[src/rtl/vgd_pkg.sv]
package vgd_pkg;
    // bit positions inside an instruction word
    localparam int CHAIN_BIT    = 0;
    localparam int UNIT_LSB     = 1;
    localparam int GUARD_INV    = 28;
    localparam int GUARD_SEL_LO = 29;
    localparam int GUARD_SEL_W  = 3;

    typedef enum logic {
        PH_IDLE  = 1'b0,
        PH_ISSUE = 1'b1
    } phase_e;
endpackage

[src/rtl/vgd_group_finder.sv]
module vgd_group_finder #(
    parameter int LANES = 8,
    parameter int CW    = $clog2(LANES)
) (
    input  logic [LANES-1:0] chain,
    input  logic [CW-1:0]    cursor,
    output logic [LANES-1:0] member,
    output logic [CW-1:0]    last_lane,
    output logic             is_final
);
    always_comb begin
        logic open;
        logic done;
        open      = 1'b0;
        done      = 1'b0;
        member    = '0;
        last_lane = '0;
        for (int i = 0; i < LANES; i++) begin
            if (!done && CW'(i) == cursor) open = 1'b1;
            if (open) begin
                member[i] = 1'b1;
                if (!chain[i] || i == LANES - 1) begin
                    last_lane = CW'(i);
                    open      = 1'b0;
                    done      = 1'b1;
                end
            end
        end
        is_final = (last_lane == CW'(LANES - 1));
    end
endmodule

[src/rtl/vgd_pred_eval.sv]
module vgd_pred_eval #(
    parameter int LANES = 8,
    parameter int IW    = 32,
    parameter int PREGS = 8
) (
    input  logic [LANES*IW-1:0] words,
    input  logic [PREGS-1:0]    pregs,
    output logic [LANES-1:0]    pass
);
    import vgd_pkg::*;

    for (genvar g = 0; g < LANES; g++) begin : g_lane
        logic [GUARD_SEL_W-1:0] sel;
        logic                   inv;
        assign sel = words[g*IW + GUARD_SEL_LO +: GUARD_SEL_W];
        assign inv = words[g*IW + GUARD_INV];
        always_comb begin
            if (sel == '0) pass[g] = 1'b1;
            else           pass[g] = pregs[sel] ^ inv;
        end
    end
endmodule

[src/rtl/vgd_slot_router.sv]
module vgd_slot_router #(
    parameter int LANES = 8,
    parameter int IW    = 32,
    parameter int UNITS = 4,
    parameter int UW    = $clog2(UNITS)
) (
    input  logic [LANES*IW-1:0] words,
    input  logic [LANES-1:0]    member,
    input  logic [LANES-1:0]    pass,
    output logic [UNITS-1:0]    fire,
    output logic [UNITS-1:0]    squash,
    output logic [UNITS*IW-1:0] routed,
    output logic                conflict
);
    import vgd_pkg::*;

    localparam int NW = $clog2(LANES + 1);

    logic [UNITS-1:0] hit;
    logic [UNITS-1:0] multi;
    logic [UNITS-1:0] good;

    for (genvar u = 0; u < UNITS; u++) begin : g_unit
        always_comb begin
            logic [NW-1:0] cnt;
            cnt                 = '0;
            good[u]             = 1'b0;
            routed[u*IW +: IW]  = '0;
            for (int l = 0; l < LANES; l++) begin
                if (member[l] && words[l*IW + UNIT_LSB +: UW] == UW'(u)) begin
                    cnt                = cnt + NW'(1);
                    good[u]            = pass[l];
                    routed[u*IW +: IW] = words[l*IW +: IW];
                end
            end
            hit[u]   = (cnt != '0);
            multi[u] = (cnt > NW'(1));
        end
    end

    assign conflict = |multi;
    assign fire     = conflict ? '0 : (hit & good);
    assign squash   = conflict ? '0 : (hit & ~good);
endmodule

[src/rtl/vliw_group_dispatch.sv]
module vliw_group_dispatch #(
    parameter int LANES = 8,
    parameter int IW    = 32,
    parameter int UNITS = 4,
    parameter int PREGS = 8
) (
    input  logic                clk,
    input  logic                rst_n,
    input  logic                pkt_valid,
    input  logic [LANES*IW-1:0] pkt_data,
    output logic                pkt_ready,
    input  logic [PREGS-1:0]    pred_regs,
    output logic [UNITS-1:0]    slot_fire,
    output logic [UNITS-1:0]    slot_squash,
    output logic [UNITS*IW-1:0] slot_word,
    output logic                fetch_req,
    output logic                enc_err
);
    import vgd_pkg::*;

    localparam int CW = $clog2(LANES);

    typedef struct packed {
        phase_e             phase;
        logic [CW-1:0]      cursor;
        logic [LANES*IW-1:0] pkt;
    } state_t;

    state_t st_d, st_q;

    logic [LANES-1:0] chain;
    logic [LANES-1:0] member;
    logic [LANES-1:0] pass;
    logic [CW-1:0]    last_lane;
    logic             is_final;
    logic [UNITS-1:0] fire_raw, squash_raw;
    logic             conflict;
    logic             issuing;

    for (genvar g = 0; g < LANES; g++) begin : g_chain
        assign chain[g] = st_q.pkt[g*IW + CHAIN_BIT];
    end

    vgd_group_finder #(.LANES(LANES), .CW(CW)) finder_i (
        .chain     (chain),
        .cursor    (st_q.cursor),
        .member    (member),
        .last_lane (last_lane),
        .is_final  (is_final)
    );

    vgd_pred_eval #(.LANES(LANES), .IW(IW), .PREGS(PREGS)) guard_i (
        .words (st_q.pkt),
        .pregs (pred_regs),
        .pass  (pass)
    );

    vgd_slot_router #(.LANES(LANES), .IW(IW), .UNITS(UNITS)) router_i (
        .words    (st_q.pkt),
        .member   (member),
        .pass     (pass),
        .fire     (fire_raw),
        .squash   (squash_raw),
        .routed   (slot_word),
        .conflict (conflict)
    );

    assign issuing     = (st_q.phase == PH_ISSUE);
    assign pkt_ready   = !issuing;
    assign slot_fire   = issuing ? fire_raw   : '0;
    assign slot_squash = issuing ? squash_raw : '0;
    assign fetch_req   = issuing && is_final;
    assign enc_err     = issuing && conflict;

    always_comb begin
        st_d = st_q;
        case (st_q.phase)
            PH_IDLE: begin
                if (pkt_valid) begin
                    st_d.pkt    = pkt_data;
                    st_d.cursor = '0;
                    st_d.phase  = PH_ISSUE;
                end
            end
            PH_ISSUE: begin
                if (is_final) st_d.phase  = PH_IDLE;
                else          st_d.cursor = last_lane + CW'(1);
            end
            default: st_d.phase = PH_IDLE;
        endcase
    end

    always_ff @(posedge clk) begin
        if (!rst_n) begin
            st_q.phase  <= PH_IDLE;
            st_q.cursor <= '0;
            st_q.pkt    <= '0;
        end else begin
            st_q <= st_d;
        end
    end
endmodule

[config.mk]
export PLATFORM = sky130hd
export DESIGN_NAME = vliw_group_dispatch
export DESIGN_NICKNAME = d
export VERILOG_FILES = /design/src/rtl/vgd_pkg.sv /design/src/rtl/vgd_group_finder.sv /design/src/rtl/vgd_pred_eval.sv /design/src/rtl/vgd_slot_router.sv /design/src/rtl/vliw_group_dispatch.sv
export SDC_FILE = /design/constraint.sdc
export NUM_CORES = 1
export LEC_CHECK = 0
export ABC_AREA = 1
export ABC_CLOCK_PERIOD_IN_PS = 4900
export BUFFER_PORTS_ARGS = -buffer_cell sky130_fd_sc_hd__buf_2
export CAP_MARGIN = 20
export CORE_MARGIN = 5
export CORE_UTILIZATION = 38
export DETAILED_ROUTE_END_ITERATION = 8
export GPL_ROUTABILITY_DRIVEN = 0
export PLACE_DENSITY = 0.69
export RECOVER_POWER = 100
export SYNTH_ARGS = -nofsm -noshare
export SYNTH_HDL_FRONTEND = slang
export SYNTH_SLANG_ARGS = --single-unit
[constraint.sdc]
create_clock -name clk -period 4.9 [get_ports clk]
set_input_delay 0.98 -clock clk [delete_from_list [all_inputs] [get_ports clk]]
set_output_delay 0.98 -clock clk [all_outputs]
set_load 0.03 [all_outputs]
==> results of run 1 <==
==> cell families (layout without fill, tap and decap cells) <==
group | Yosys count | after routing
fa+ha+maj | 26 | 26
simple gates | 1038 | 1038
compound gates | 1413 | 1413
xor+xnor | 11 | 11
other cells | 1 | 9
flops | 260 | 260
buf+inv | 632 | 997
==> routing by layer <==
metal  wire length (um)  track usage, %  vias up
met5                  0               0        -
met4               6443           17.14        0
met3               8574           4.538      357
met2              46560           54.37     1502
met1              34990           35.42    11960
li1                   -               -    12340
==> what timing repair did <==
item / CTS / global route
hold buffers: 0 / 0
setup buffers: 22 / 12
setup endpoints to repair: 103 / 133
resized for setup: 154 / 147
pin swaps: 46 / 14
cloned: 4 / 6
==> state kept, by name, indices dropped and copies added, names as in the netlist <==
register and flops:
st_q 251, chain 8, issuing 1
==> metrics by stage <==
stage                     hold slack [ns]  setup WS [ns]
after floorplan                    0.4705        -0.1708
after global placement             0.4851        -0.3748
after detailed placement           0.4931        -0.4800
after CTS                          0.5015        -0.8448
after global routing               0.5219         -1.150
final                              0.5016        -0.9191
==> path summary, 6_finish.rpt <==
kind               endpoint  slack, ns  cells past startpoint
max          slot_squash[2]      -0.92                     29
min                st_q[65]       0.50                      2
min reg2reg        st_q[65]       0.50                      2
max reg2reg        chain[4]       0.16                      5
==> power by group through the flow <==
stage | sequential [mW] | combinational [mW] | clock [mW]
after floorplan | 2.50 | 4.41 | 0
after global placement | 2.54 | 6.62 | 0
after detailed placement | 2.55 | 6.67 | 0
after CTS | 2.50 | 7.28 | 2.71
after global routing | 2.54 | 8.21 | 2.80
final | 2.51 | 7.71 | 2.70
==> placed cells by master (no fill, tap or decap), types with 7 or more instances in the layout <==
master / count
sky130_fd_sc_hd__a31oi_1: 18
sky130_fd_sc_hd__buf_4: 201
sky130_fd_sc_hd__nand2_1: 660
sky130_fd_sc_hd__nor3_1: 7
sky130_fd_sc_hd__nand2_2: 35
sky130_fd_sc_hd__nand4_1: 17
sky130_fd_sc_hd__nor2_1: 182
sky130_fd_sc_hd__dfxtp_1: 256
sky130_fd_sc_hd__o211ai_1: 253
sky130_fd_sc_hd__clkbuf_4: 12
sky130_fd_sc_hd__nor2_4: 16
sky130_fd_sc_hd__o21ai_2: 11
sky130_fd_sc_hd__clkbuf_8: 10
sky130_fd_sc_hd__inv_1: 316
sky130_fd_sc_hd__inv_2: 28
sky130_fd_sc_hd__clkbuf_16: 40
sky130_fd_sc_hd__clkbuf_1: 15
sky130_fd_sc_hd__o22ai_1: 146
sky130_fd_sc_hd__ha_1: 13
sky130_fd_sc_hd__nor3_4: 8
sky130_fd_sc_hd__buf_8: 8
sky130_fd_sc_hd__o22ai_2: 7
sky130_fd_sc_hd__nand3_2: 18
sky130_fd_sc_hd__a31oi_2: 9
sky130_fd_sc_hd__o21ai_0: 657
sky130_fd_sc_hd__a21oi_1: 260
sky130_fd_sc_hd__nand3_1: 72
sky130_fd_sc_hd__buf_6: 28
sky130_fd_sc_hd__ha_4: 13
sky130_fd_sc_hd__o21ai_1: 36
sky130_fd_sc_hd__buf_2: 313
==> area by class of cell <==
cell class,count,share of cell area [%]
Antenna cell,5,0.04807
Clock buffer,55,4.038
Clock inverter,9,0.5047
Inverter,349,5.124
Multi-Input combinational cell,2492,51.61
Sequential cell,260,20.02
Tap cell,696,3.346
Timing Repair Buffer,584,15.31
==> critical path, delay by kind of cell (launching register included) <==
family | cells | cell delay (ns)
AO/OA/AOI/OAI | 4 | 0.58
adder cells (fa/ha/maj) | 5 | 1.14
buffers and inverters | 5 | 0.42
flip-flops | 1 | 0.35
AND/OR/NAND/NOR | 15 | 1.77
==> results.md, run 1 <==
- The worst clock skew is 0.02800 ns.
- In the final layout, the share of cells above drive strength 1 is roughly 22%.
- The synthesized design spends more area on one cell type than any other, namely sky130_fd_sc_hd__dfxtp_1.
- The critical path launch point type is a register.
- Of the total power, the clock network draws 20.9%.
- The register area share after synthesis is 25.51%.
- Clock tree synthesis found a total of 260 sinks.
- After detailed placement, the total cell area comes to 23520 um^2.
- The class of the tightest hold or removal check is reg2reg.
- Clock-pin slew was measured on the worst setup and hold paths at 0.06 ns.
- The slowest stage of the critical path is the sky130_fd_sc_hd__dfxtp_4 cell.
- At the pin with the least slew margin, the transition time is approximately 2.4 ns.
- Global routing used 30.66% of the available tracks.
- The switching power share of the total is 49.44%.
- The routed layout has between 20000 and 30000 vias.
- The relative max-transition margin is -59.54%.
- The number of I/O port buffers is 401.
- Summing the areas of all compound-gate instances in the mapped netlist gives about 40% of the synthesized area.
- In this run the worst path has a maximum fanout of 8.
- Of the total power, registers draw about a fifth.
- The most frequently used cell type in the post-synthesis netlist is sky130_fd_sc_hd__o21ai_0.
- The via count of the first global-routing pass is about 24000.
- The first-pass GRT wire length is about 140000 um.
- The run finished, with violations left.
- The via density per instance is 5.877.
- The xor and xnor area share after synthesis is 0.5089%.
- The internal portion of the total power is 6.535 mW.
- The H-tree generated during clock tree synthesis spans 2 levels.
- Yosys attributes the largest share of cell area to sky130_fd_sc_hd__dfxtp_1 (26%), sky130_fd_sc_hd__o21ai_0 (17%), sky130_fd_sc_hd__nand2_1 (13%).
- The boundary pin count is 406.
- Of the post-synthesis cell area, the dominant cell type holds 25.51%.
- A synthesized cell averages 6.036 um^2.
- In this run, the number of DRC markers left after iteration 0 of detailed routing was 2836.
- TritonCTS built the clock tree.
- The maximum operating frequency is 171.8 MHz.
- Of the available clock period, the critical path in the final layout requires 118.8%.
- After synthesis, the share of flip-flops with an asynchronous set or reset is 0%.
- The maximum number of pins on one net before global-route repair is 114.
- The average wire length per cell after detail routing is ~22 um.
- The adder-cell share of the synthesized area is 1.594%.
- Setup repair after global routing could not meet its margin everywhere.
- In the synthesized netlist, the cells that appear most often are sky130_fd_sc_hd__o21ai_0 (700), sky130_fd_sc_hd__nand2_1 (680), sky130_fd_sc_hd__inv_1 (329), sky130_fd_sc_hd__a21oi_1 (261), sky130_fd_sc_hd__dfxtp_1 (260).
- The post-synth design cell area is 20410 um^2.
- The register area is 5213 um^2.
- The overall die height is 241.7 um.
- In this run, CTS created clock tree buffers numbering 35.
- The cell at the root of the clock tree is sky130_fd_sc_hd__clkbuf_16.
- The tool flagged a number of max-cap violations equal to 1.
- For this run, the post-layout net count is 4015.
- The count of different cell masters after synthesis is 46.
- The area occupied by multi-input gates is roughly 13000 um^2.
- The die covers 58440 um^2.
- The commonest register cell after synthesis is sky130_fd_sc_hd__dfxtp_1.
- The clock passes through at most 3 buffers.
- The placeable core region is 53500 um^2.
- The required time of the critical path is between 3 and 4 ns.
- The proportion of power drawn by combinational gates is 59.6%.
- IR analysis of the VDD net gives a maximum drop of 0.0004213 V.
- The worst setup path is captured at a primary output.
- The final reports fail on max-capacitance violations, max-slew violations, negative setup slack.
- The cell count after synthesis is 3381.
- In this run the core area contains 85 standard-cell rows.
- The area fraction in and, or, nand and nor cells after synthesis is 21.16%.
- Adding up every negative setup slack in the final design gives -8.143 ns.
- Counting flops and latches in the post-synthesis netlist gives 260.
- Summing all non-filler instances in the final layout gives an area of 26030 um^2.
- The max-slew violation count is 69.
- Data on the critical path arrives at its endpoint at between 4 and 5 ns.
- Before antenna repair, the detailed router went through 7 iterations.
- The number of setup violations in the final report is 16.
- The cell that appears most often on the critical path is sky130_fd_sc_hd__nand2_2.
- In this run the power spent charging and discharging nets is between 6 and 7 mW.
- Once the floorplan was initialized, standard cells occupied a little under two fifths of the core.
- The final hold violation count came to 0.
- The instance count after placement with tap cells included is approximately 4300.
- After global routing the overflow that remains totals 0.
- The startpoint of the worst register-to-register path is issuing.
- After synthesis, the largest family of logic cells by area is compound AO/OA/AOI/OAI gates.
- The shortest clock period the worst path allows after layout is 5.819 ns.
- The start-to-end type of the worst setup path is reg2out.
- After legalization and detailed placement, the total HPWL measured 68840 um.
- The final core utilization is around 50%.
- The initial antenna violation count is 4.
- The worst min-delay path startpoint is st_q[65].
- The leakage dissipation is 10.69 nW.
- The count of nets left with antenna violations once routing finished came out at 0.
- The synthesis-to-finish area growth is 27.55%.
- The number of enable flip-flop cells after synthesis is 0.
- In the synthesized netlist, mux cells make up 0% of the area.
- The final cell count without fillers is ~4500.
- Summed over all layers, the routed wires come to 96570 um.
- The power per unit of standard cell area is approximately 500 nW/um^2.
- Yosys printed 0 warnings.
- In the routed design, unresolved DRC markers number 0.
- On the worst path, the slowest cell contributes a delay of 0.35 ns.
- The design draws 12.92 mW.
- The minimum setup slack in the final design is -0.9191 ns.
- In this run the horizontal extent of the chip is roughly 240 um.
- The source-to-sink clock delay at the later pin of the worst-skew pair is 0.58 ns.
- The count of fill cells added during filler insertion is 5520.
- The origin of the worst setup path is st_q[258].
Note: power is estimated with default switching activity, not from simulation.
==> run 2: changes to the inputs <==
--- a/config.mk
+++ b/config.mk
@@ -15,6 +15,7 @@
 export GPL_ROUTABILITY_DRIVEN = 0
 export PLACE_DENSITY = 0.69
 export RECOVER_POWER = 100
+export REMOVE_ABC_BUFFERS = 1
 export SYNTH_ARGS = -nofsm -noshare
 export SYNTH_HDL_FRONTEND = slang
 export SYNTH_SLANG_ARGS = --single-unit
==> results.md, run 2 (synthesis gave the netlist of run 1 again) <==
- The initial antenna violation count is 8 (+4).
- The number of buffers added by the clock tree synthesis step is 35 (unchanged).
- The boundary pin count is 406 (unchanged).
- The overall power came to 13.89 mW (+7.5%).
- The number of DRC markers in iteration 0 is 2963 (+4.5%).
- The share of layout cells above drive strength 1 is 25.69% (+3.9 points).
- The final reports fail on max-capacitance violations, max-slew violations, negative setup slack.
- The total routing usage reported by global routing is 29.51% (-1.1 points).
- The startpoint identified for the worst register-to-register timing path is issuing.
- The slack of the worst reg-to-reg path came to 0.25 ns (+0.09 ns).
- The worst reg-to-reg path cell count is 5 (unchanged).
- The min-delay analysis places its worst path in the category reg2reg.
- The internal power summed over all cells is 7.323 mW (+12%).
- The switching power share of the total was 47.28% (-2.2 points).
- The total routed wirelength is 97410 um (+0.87%).
- In this run the most critical hold path is launched from st_q[65].
- The number of I/O port buffers is 401 (unchanged).
- The actual slew at the worst max-slew pin came to 2.486 ns (+0.09287 ns).
- The worst flop-to-flop path endpoint is st_q[182].
- The number of routed nets with antenna violations is 0 (unchanged).
- The final cell count without fillers is 4497 (+1.1%).
- The die outline area is 58440 um^2 (unchanged).
- The via density per instance came to 5.874 (about the same).
- The leakage dissipation is 11.33 nW (+6.0%).
- The average wire length per cell after detail routing was 21.66 um (-0.18%).
- The worst endpoint data arrival time came to 4.76 ns (-0.08 ns).
- The initial core utilization came to 38.15% (unchanged).
- The via count of the first global-routing pass is 23770 (-2.7%).
- The number of stages on the worst setup path is 30 (+3.4%).
- The maximum operating frequency is 174.1 MHz (+1.3%).
- The maximum number of pins on one net before global-route repair came to 142 (+25%).
- The shortest clock period the worst path allows after layout is 5.744 ns (-0.07473 ns).
- The tree is rooted in a sky130_fd_sc_hd__clkbuf_16.
- The instance count after placement with tap cells included is 4337 (unchanged).
- The worst-case hold slack is 0.4998 ns (-0.001798 ns).
- The biggest cell delay along the critical path is 0.33 ns (-0.02 ns).
- The number of sinks driven by the clock tree is 260 (unchanged).
- The relative max-transition margin was -66.13% (-6.6 points).
- The kind of end point of the critical path is a primary output.
- For hold timing, the worst endpoint is st_q[65].
- The overflow left after global routing is 0 (unchanged).
- The proportion of power drawn by combinational gates is 61.6% (+2.0 points).
- The final setup TNS is -24.18 ns (-16.04 ns).
- The via count of the routed design is 26420 (+1.0%).
- TritonCTS built the clock tree.
- The run finished, with violations left.
- The worst hold path stage count is 2 (unchanged).
- The slowest stage of the critical path belongs to the cell sky130_fd_sc_hd__dfxtp_2.
- The horizontal extent of the die is 241.7 um (unchanged).
- In this design, the critical path's most frequently occurring cell is sky130_fd_sc_hd__nand2_2.
- The clock transition at the registers of the reported paths came to 0.05 ns (about the same).
- The highest fanout seen on the critical path is 8 (unchanged).
- The clock network power share came to 20.3% (-0.6 points).
- The worst ir drop on vdd was 0.0003114 V (-26%).
- Compared with the post-synthesis result, the final layout area differs by 36.84%.
- The number of nets at the end of the flow is 4064 (+1.2%).
- The number of violations of the max-capacitance limit came to 4 (+3).
- The share of the clock period used by the worst path came to 117.2% (-1.5 points).
- Tracing the worst setup path back leads to its startpoint at st_q[257].
- The placeable core region was 53500 um^2 (unchanged).
- The library cells used most frequently in the layout, excluding fill and tap cells, are sky130_fd_sc_hd__nand2_1 (646), sky130_fd_sc_hd__o21ai_0 (629), sky130_fd_sc_hd__inv_1 (305), sky130_fd_sc_hd__buf_2 (288), sky130_fd_sc_hd__a21oi_1 (258).
- The total of hold buffers inserted after clock tree synthesis is 0 (unchanged).
- The source-to-sink clock delay at the later pin of the worst-skew pair is 0.57 ns (about the same).
- The maximum clock insertion buffer count is 3 (unchanged).
- The first-pass GRT wire length is 137400 um (-3.1%).
- The top cell family by delay on the critical path is simple AND/OR/NAND/NOR gates.
- The remaining design rule violation count is 0 (unchanged).
- The detailed-placement wirelength estimate is 59190 um (-14%).
- The register with the most flip-flops in the final layout is st_q.
- The max-slew violation count was 237 (+240%).
- The H-tree depth reported by CTS is 2 (unchanged).
- Setup repair after global routing could not meet its margin everywhere.
- The number of setup violations in the final report was 103 (+87).
- The start-to-end type of the worst setup path is reg2out.
- The detailed-router iteration count before antenna repair is 8 (+1).
- The post-placement cell area is 23440 um^2 (-0.36%).
- The minimum setup slack in the final design came to -0.8444 ns (+0.07473 ns).
- The net switching power is 6.567 mW (+2.8%).
- The share of total power in sequential cells was 18.1% (-1.4 points).
- The library cell used most frequently in the layout, excluding fill and tap cells, is sky130_fd_sc_hd__nand2_1.
- The final hold violation count came to 0 (unchanged).
- The worst clock skew was 0.03182 ns (+0.003814 ns).
- The flip-flop count of the largest register after layout is 251 (unchanged).
- The overall die height is 241.7 um (unchanged).
- The count of buffering cells on the critical path with inverters included was 6 (+1).
- The critical path launch point type is a register.
- The post-route cell area is 27930 um^2 (+7.3%).
- The required time of the critical path is 3.92 ns (about the same).
- The number of placement rows came to 85 (unchanged).
- The power per unit of standard cell area came to 497.4 nW/um^2 (+0.19%).
-- run 2: cell count changes in the layout (fill, tap and decap cells not counted), sizes merged --
| cell | previous run | this run |
|---|---|---|
| diode | 5 | 6 |
| bufinv | 2 | 6 |
| clkinv | 4 | 6 |
| clkbuf | 79 | 70 |
| buf | 560 | 612 |
| inv | 350 | 349 |
| clkinvlp | 2 | 0 |
-- run 2: worst max-delay path by stage --
stage	end	slack, ns
finish	slot_squash[0]	-0.84
global route	slot_squash[0]	-1.05
floorplan	st_q[130]	-5.63
global placement	slot_fire[1]	-0.41
CTS	slot_fire[0]	-0.73
detailed placement	slot_squash[3]	-0.49
-- run 2: layout make-up --
type / count / area, um^2
fill: 5226 / 25570
multi-input combinational: 2492 / 14220
inverter: 349 / 1343
antenna: 6 / 15.01
tap: 696 / 870.8
clock inverter: 12 / 229.0
clock buffer: 49 / 1008
timing repair buffer: 633 / 5029
sequential: 260 / 5209
-- run 2: worst reg2reg max path, stage by stage, from the launching register on --
cell and delay [ns]:
sky130_fd_sc_hd__dfxtp_1 0.41, sky130_fd_sc_hd__inv_1 0.26, sky130_fd_sc_hd__nand2_1 1.84, sky130_fd_sc_hd__clkbuf_4 1.44, sky130_fd_sc_hd__o21ai_0 0.43, sky130_fd_sc_hd__a21oi_1 0.21
-- run 2: what timing repair did --
item | CTS | global route
resized for setup | 135 | 509
setup buffers | 33 | 45
pin swaps | 66 | 83
gates cloned | 6 | 11
endpoints found under the setup margin | 87 | 129
-- run 2: power by group through the flow --
stage,combinational (mW),sequential (mW),clock (mW)
detailed placement,6.31,2.54,0
floorplan,4.05,2.52,0
CTS,6.95,2.50,2.85
global placement,6.27,2.54,0
global route,9.09,2.54,2.95
finish,8.55,2.51,2.82
-- run 2: stage by stage --
stage	worst slack (ns)	util, %
final	-0.8444	52.20
after global routing	-1.051	52.20
after CTS	-0.7326	48.10
after detailed placement	-0.4898	43.81
after global placement	-0.4113	43.81
after floorplan	-5.632	-
-- run 2: per-layer routing --
layer | vias to the layer above | global-route usage, % | wire length (um)
met5 | - | 0 | 35
met4 | 6 | 13.93 | 5129
met3 | 368 | 5.930 | 10720
met2 | 1565 | 47.72 | 43170
met1 | 12050 | 37.95 | 38360
li1 | 12430 | - | -
